==> config.mk <==
export PLATFORM = sky130hd
export DESIGN_NAME = itmr_top
export DESIGN_NICKNAME = d
export VERILOG_FILES = /design/src/rtl/itmr_pkg.sv /design/src/rtl/itmr_sync.sv /design/src/rtl/itmr_prescaler.sv /design/src/rtl/itmr_counter.sv /design/src/rtl/itmr_top.sv
export SDC_FILE = /design/constraint.sdc
export NUM_CORES = 1
export LEC_CHECK = 0
export ABC_AREA = 1
export CAP_MARGIN = 20
export CORE_ASPECT_RATIO = 1.1
export CORE_MARGIN = 5
export CORE_UTILIZATION = 58
export CTS_CLUSTER_SIZE = 28
export DETAILED_ROUTE_END_ITERATION = 8
export PLACE_DENSITY = 0.92
export SLEW_MARGIN = 30
export SYNTH_ARGS = -nofsm -noshare
export SYNTH_HDL_FRONTEND = slang
export SYNTH_HIERARCHICAL = 1
export SYNTH_SLANG_ARGS = --single-unit
==> constraint.sdc <==
create_clock -name clk -period 3.3 [get_ports clk]
set_clock_uncertainty 0.2 [all_clocks]
set_input_delay 0.33 -clock clk [delete_from_list [all_inputs] [get_ports clk]]
set_output_delay 0.33 -clock clk [all_outputs]
set_load 0.01 [all_outputs]
==> src/rtl/itmr_pkg.sv <==
package itmr_pkg;

  typedef enum logic [1:0] {
    SRC_INT   = 2'b00,
    SRC_GATED = 2'b01,
    SRC_OFF   = 2'b10,
    SRC_PIN   = 2'b11
  } src_e;

  localparam int REQ_BIT = 7;
  localparam int MSK_BIT = 6;
  localparam int SRC_HI  = 5;
  localparam int SRC_LO  = 4;
  localparam int CLR_BIT = 3;

  // one prescaler input tick for the chosen source
  function automatic logic take_tick(input src_e m, input logic en,
                                     input logic lvl, input logic rise);
    case (m)
      SRC_INT:   return en;
      SRC_GATED: return en & lvl;
      SRC_PIN:   return rise;
      default:   return 1'b0;
    endcase
  endfunction

  // carry out of the low sel stages: all of them are ones
  function automatic logic stage_due(input logic [31:0] pre, input logic [31:0] sel);
    logic [31:0] m;
    m = (32'd1 << sel) - 32'd1;
    return (pre & m) == m;
  endfunction

endpackage

==> src/rtl/itmr_sync.sv <==
module itmr_sync #(
  parameter int STAGES = 2
) (
  input  logic clk,
  input  logic rst_n,
  input  logic d_async,
  output logic q_sync,
  output logic q_rise
);
  logic [STAGES-1:0] chain;
  logic              last;

  always_ff @(posedge clk) begin
    if (!rst_n) begin
      chain <= '0;
      last  <= 1'b0;
    end else begin
      chain <= {chain[STAGES-2:0], d_async};
      last  <= chain[STAGES-1];
    end
  end

  assign q_sync = chain[STAGES-1];
  assign q_rise = chain[STAGES-1] & ~last;
endmodule

==> src/rtl/itmr_prescaler.sv <==
module itmr_prescaler
  import itmr_pkg::*;
#(
  parameter int PRE_W = 7,
  localparam int SEL_W = $clog2(PRE_W + 1)
) (
  input  logic             clk,
  input  logic             rst_n,
  input  logic             tick,
  input  logic             clr,
  input  logic [SEL_W-1:0] sel,
  output logic             step,
  output logic [PRE_W-1:0] pre_q
);
  always_ff @(posedge clk) begin
    if (!rst_n)    pre_q <= '1;
    else if (clr)  pre_q <= '0;
    else if (tick) pre_q <= pre_q + 1'b1;
  end

  assign step = tick & ~clr & stage_due(32'(pre_q), 32'(sel));
endmodule

==> src/rtl/itmr_counter.sv <==
module itmr_counter #(
  parameter int CNT_W = 8
) (
  input  logic             clk,
  input  logic             rst_n,
  input  logic             dec,
  input  logic             load,
  input  logic [CNT_W-1:0] load_val,
  output logic [CNT_W-1:0] cnt_q,
  output logic             zero_hit
);
  always_ff @(posedge clk) begin
    if (!rst_n)    cnt_q <= '1;
    else if (load) cnt_q <= load_val;
    else if (dec)  cnt_q <= cnt_q - 1'b1;
  end

  assign zero_hit = dec & ~load & (cnt_q == CNT_W'(1));
endmodule

==> src/rtl/itmr_top.sv <==
module itmr_top
  import itmr_pkg::*;
#(
  parameter int PRE_W  = 7,
  parameter int SYNC_N = 2,
  localparam int SEL_W = $clog2(PRE_W + 1),
  localparam int DW    = 8
) (
  input  logic          clk,
  input  logic          rst_n,
  input  logic          clk_en,
  input  logic          addr,
  input  logic          wr_en,
  input  logic [DW-1:0] wdata,
  output logic [DW-1:0] rdata,
  input  logic          tmr_pin,
  output logic          irq
);
  logic             req_q, mask_q;
  src_e             src_q;
  logic [SEL_W-1:0] sel_q;
  logic             pin_s, pin_rise;
  logic             tick, step, zero_hit;
  logic             wr_cnt, wr_ctl, psc_clr;
  logic [PRE_W-1:0] pre_q;
  logic [DW-1:0]    cnt_q;

  assign wr_cnt  = wr_en & ~addr;
  assign wr_ctl  = wr_en & addr;
  assign psc_clr = wr_ctl & wdata[CLR_BIT];

  itmr_sync #(.STAGES(SYNC_N)) u_sync (
    .clk(clk), .rst_n(rst_n), .d_async(tmr_pin),
    .q_sync(pin_s), .q_rise(pin_rise)
  );

  assign tick = take_tick(src_q, clk_en, pin_s, pin_rise);

  itmr_prescaler #(.PRE_W(PRE_W)) u_pre (
    .clk(clk), .rst_n(rst_n), .tick(tick), .clr(psc_clr),
    .sel(sel_q), .step(step), .pre_q(pre_q)
  );

  itmr_counter #(.CNT_W(DW)) u_cnt (
    .clk(clk), .rst_n(rst_n), .dec(step), .load(wr_cnt),
    .load_val(wdata), .cnt_q(cnt_q), .zero_hit(zero_hit)
  );

  always_ff @(posedge clk) begin
    if (!rst_n) begin
      req_q  <= 1'b0;
      mask_q <= 1'b1;
      src_q  <= SRC_PIN;
      sel_q  <= '0;
    end else begin
      if (wr_ctl) begin
        mask_q <= wdata[MSK_BIT];
        src_q  <= src_e'(wdata[SRC_HI:SRC_LO]);
        sel_q  <= wdata[SEL_W-1:0];
      end
      // hardware set wins over a software clear
      if (zero_hit)                         req_q <= 1'b1;
      else if (wr_ctl && !wdata[REQ_BIT])   req_q <= 1'b0;
    end
  end

  always_comb begin
    if (addr) rdata = {req_q, mask_q, src_q, 1'b0, sel_q};
    else      rdata = cnt_q;
  end

  assign irq = req_q & ~mask_q;
endmodule

### Word level (Yosys, flattened, before mapping)

Cells that the tools add are included.

* memories: 0
* register bits: 25
* output and inout bits: 9
* RAM bits: 0
* bits in latches: 0
* ROM bits: 0

* div/mod/pow operators: 0
* eq/ne operators: 4
* bitwise operators: 16
* mux-type cells: 8
* multiply operators: 0
* order comparisons: 0
* $add $sub $neg: 3
* reduce and logical (&&, ||, !) cells: 6
* shift-type cells: 1

Operator list (count)
* $and A7 B32 Y32: 1
* $eq A32 B32 Y1: 1
* $shl A1 B3 Y32 const A: 1
* $sub A32 B1 Y32 const B: 1
* $mux W8: 3
* $mux W7: 2
* $and A1 B1 Y1: 10
* $eq A8 B1 Y1 const B: 1
* $sub A8 B1 Y8 const B: 1
* $add A7 B1 Y7 const B: 1
* $reduce_bool A2 Y1: 3
* $not A1 Y1: 5
* $pmux W1 S3: 1
* $eq A2 B1 Y1 const B: 1
* $eq A2 B2 Y1 const B: 1
* $logic_not A2 Y1: 1
* $mux W1: 2
* $logic_and A1 B1 Y1: 1
* $logic_not A1 Y1: 1

### Depth between registers and ports, before layout

* depth in word-level cells: 8
* depth in mapped cells: 16
* depth with buffers taken out: 16

### By module

The synthesis kept the hierarchy.

Modules (own cells, without submodules)
* itmr_counter: area each 553.0 sq um, cells each 79, seq. area each 160.2 sq um, times used 1
* itmr_prescaler: area each 541.8 sq um, cells each 92, seq. area each 140.1 sq um, times used 1
* itmr_top: area each 389.1 sq um, cells each 55, seq. area each 140.1 sq um, times used 1
* itmr_sync: area each 92.6 sq um, cells each 11, seq. area each 60.1 sq um, times used 1

### Worst setup path after synthesis

Ideal clock, no wire load.

* path kind: register to register
* start: reg sel_q[2]
* end: reg req_q
* buffers on the path: 0
* data arrival time: 1968 ps
* path slack: 1062 ps
* clock period less this slack: 2238 ps
* cell stages (with the launch flop): 16
* cell sequence: dfxtp_1 nand2_1 nor2_1 inv_1 ha_1 nand2_1 nor2_1 nand3_1 nor2_1 nand2_1 nor2_1 nand2_4 nor3_2 nor3b_2 inv_1 a21oi_1

* word-level cells in the longest chain between the ends: 8
* elaborated cells on any way between the ends: 9
* those cells by class: 1 x add/sub; 1 x eq/ne; 1 x shift; 1 x mux; 4 x bitwise; 1 x reduce/logical

RTL lines
* start, declared: line itmr_top.sv:21 `logic [SEL_W-1:0] sel_q;`
* start signal, assigned: line itmr_top.sv:59 `sel_q <= wdata[SEL_W-1:0];`
* $shl A1 B3 Y32 (*): line itmr_pkg.sv:30 `m = (32'd1 << sel) - 32'd1;`
* $sub A32 B1 Y32 (*): line itmr_pkg.sv:30
* $and A7 B32 Y32: line itmr_pkg.sv:31 `return (pre & m) == m;`
* $eq A32 B32 Y1 (*): line itmr_pkg.sv:31
* $and A1 B1 Y1 (*): line itmr_prescaler.sv:21 `assign step = tick & ~clr & stage_due(32'(pre_q), 32'(sel));`
* net step: line itmr_top.sv:23 `logic tick, step, zero_hit;`
* $and A1 B1 Y1 (*) (2 in series): line itmr_counter.sv:18 `assign zero_hit = dec & ~load & (cnt_q == CNT_W'(1));`
* net zero_hit: line itmr_top.sv:23
* $mux W1 / $reduce_bool A2 Y1 (equally long branches)
* end signal, assigned: line itmr_top.sv:51 `req_q <= 1'b0;`
* end signal, assigned: line itmr_top.sv:62 `if (zero_hit) req_q <= 1'b1;`
* end signal, assigned: line itmr_top.sv:63 `else if (wr_ctl && !wdata[REQ_BIT]) req_q <= 1'b0;`
* end, declared: line itmr_top.sv:19 `logic req_q, mask_q;`

Mark *: on every way through the listed nets, which the timed path passes. The rest lies on a longest branch.
A chain may end at the register's enable or synchronous reset.

### Final worst setup path

* start: reg sel_q[0]
* end: reg req_q

Same word-level chain as after synthesis.

==> metrics.txt <==
dpl hpwl 2.76 mm; GR Util All Layers 0.199; clk root buf clkbuf_4; Place WS 0.660 ns; most common cell after layout, fill and taps aside nand2_1; FFs w/ async S/R, synth 0; Worst Tran Pin Value 0.907 ns; Nets 283; status complete, no violations; Final period util 0.765; chip height 64.7 µm; Comb power frac 0.262; required time of the critical path 3.37 ns; boundary pin count 23; antenna violations before repair 0; maximum root-to-sink buffer count 2; Lkg Pwr 0.904 nW; largest net degree at the start of global routing 23; Synth warnings 6; pwr dens 364 nW/µm²; P_int 0.453 mW; Routed WL per cell 11.9 µm; commonest non-fill, non-tap cells in the layout nand2_1, inv_1, nor2_1; Vias/cell 5.31; Tmin final 2.52 ns; setup ws final 0.775 ns; R2R Path End req_q; clk sinks 25; Reg2Reg Depth 15; post-route ant nets 0; CP Launch Type register; share of cells above drive strength 1 0.0951; Worst-path clk slew 0.15 ns; min-delay src u_sync/chain[0]; Reg-to-Reg Start sel_q[0]; hold depth 2; Setup Viol. Count Final 0; core footprint 2540 µm²; worst setup path class register to register; Synth area leader dfxtp_1; CTS buffer count 3; Port Buf Inserts 22; first-pass GRT wire length 5.98 mm; Sw Ratio 0.331; Post-Route WL 3.51 mm; Max-Cap Viols 0; ys flop type dfxtp_1; unrepaired setup endpoints after global routing no; post-CTS sizing 0; Hold Path Class register to register; Netlist cell types 27; die area 3860 µm²; Switch Pwr 0.224 mW; DR pass1 iterations 4; die width 59.7 µm; vias in the first global route 1414; register bit total from synthesis 25; Area contributors post-synth dfxtp_1, nand2_1, inv_1; DR DRC count 0; FP Rows 19; crit-path max FO 7; Flop pwr share 0.520; htree depth 1; R2R setup slack 0.78 ns; Achievable Freq 0.396 GHz; Final TNS setup 0 ns; Relative slew margins 0.393; total inserted antenna cells 0; CTS tree done; DR vias 1560; EDFF count, synth 0; Post-CTS Setup Repair Bufs 0; gr ovfl total 0; latest clock arrival within the worst-skew pair 0.33 ns; Worst Hold End u_sync/chain[1]; Mean Syn Cell Area 6.65 µm²; CP Capture Type register; CTS Hold Bufs 0; Post-Syn Instances 237; Clk pwr share 0.217; GP Congestion 0.858; iteration-0 DRC count of the detailed router 113; starting density of the core 0.620; Seq/Total Area, Yosys 0.317; worst ir drop on vdd 0.339 mV; CP arrival 2.59 ns; Slew Limit Fails 0; area grow syn2layout 17.9%; final hold vios 0; post-synth top area share 0.317; Mapped Area 1580 µm²; post-synth net total 256
==> cell usage after synthesis (2+ instances only) <==
master and count:
a21oi_1 14, buf_6 2, dfxtp_1 25, ha_1 5, inv_1 36, mux2_2 3, nand2_1 58, nand2_2 3
nand2_4 2, nand3_1 18, nand3b_1 2, nand4_1 7, nor2_1 28, nor2_2 5, o211ai_1 6, o21ai_0 9
o21ai_1 2, xor2_1 3
==> worst max-delay path, stage by stage (launching register included) <==
cell	delay, ns
dfxtp_1	0.43
inv_1	0.16
nor2_1	0.17
inv_1	0.06
ha_1	0.27
nand2_1	0.06
nor2_1	0.09
nand3_1	0.08
nor2_1	0.09
nand2_1	0.05
nor2_1	0.22
nand2_4	0.10
nor3_2	0.13
nor3b_2	0.17
inv_1	0.06
a21oi_1	0.13
==> registers in the layout (all words and copies together) (netlist names) <==
register      flops
mask_q            1
req_q             1
sel_q             3
src_q             2
u_cnt/cnt_q       8
u_pre/pre_q       7
u_sync/chain      2
u_sync/last       1
==> per-layer routing <==
layer	up-vias	part of all wire	GRT usage
li1	819	-	-
met2	34	0.50	0.330
met5	-	0	0
met4	0	0.025	0.0942
met1	698	0.44	0.250
met3	9	0.033	0.0258
==> power groups by stage <==
stage	registers (mW)	clock network, mW	logic [mW]
2_1_floorplan	0.351	0	0.116
3_3_place_gp	0.358	0	0.172
3_5_place_dp	0.359	0	0.177
4_1_cts	0.352	0.149	0.178
5_1_grt	0.357	0.164	0.200
6_report	0.352	0.147	0.178
==> metrics by stage <==
step                       util  hold slack, ns  power, mW  instances  cell area [µm²]
after detailed placement  0.719           0.204      0.536        290             1830
after global placement    0.719           0.189      0.531        290             1830
after CTS                 0.730           0.228      0.679        294             1860
after floorplan               -           0.186      0.467        237             1580
after global routing      0.730           0.251      0.721        294             1860
final                     0.730           0.224      0.677        294             1860
==> how the worst max path moves through the flow <==
stage	startpoint	end	slack [ns]	cells past startpoint
after floorplan	sel_q[2]	req_q	1.06	15
after global routing	sel_q[2]	req_q	0.49	15
after detailed placement	wr_en	u_cnt/cnt_q[6]	0.66	15
after CTS	sel_q[0]	req_q	0.77	15
final	sel_q[0]	req_q	0.78	15
after global placement	wr_en	req_q	0.76	15
==> area by class of cell <==
type	count	area, µm²
Clock inverter	1	7.51
Fill cell	197	686
Clock buffer	3	22.5
Inverter	39	155
Sequential cell	25	500
Tap cell	31	38.8
Timing Repair Buffer	24	235
Multi-Input combinational cell	171	898
==> cell families (layout without fill, tap and decap cells) <==
logic type | count (synthesis) | count (layout) | share of synthesized area
buf+inv | 41 | 67 | 0.113
flops | 25 | 25 | 0.317
xor+xnor | 3 | 3 | 0.0167
simple gates | 126 | 126 | 0.364
fa+ha+maj | 5 | 5 | 0.0397
mux | 4 | 4 | 0.0309
compound gates | 33 | 33 | 0.118
No activity file was read; power rests on OpenSTA's default activity.
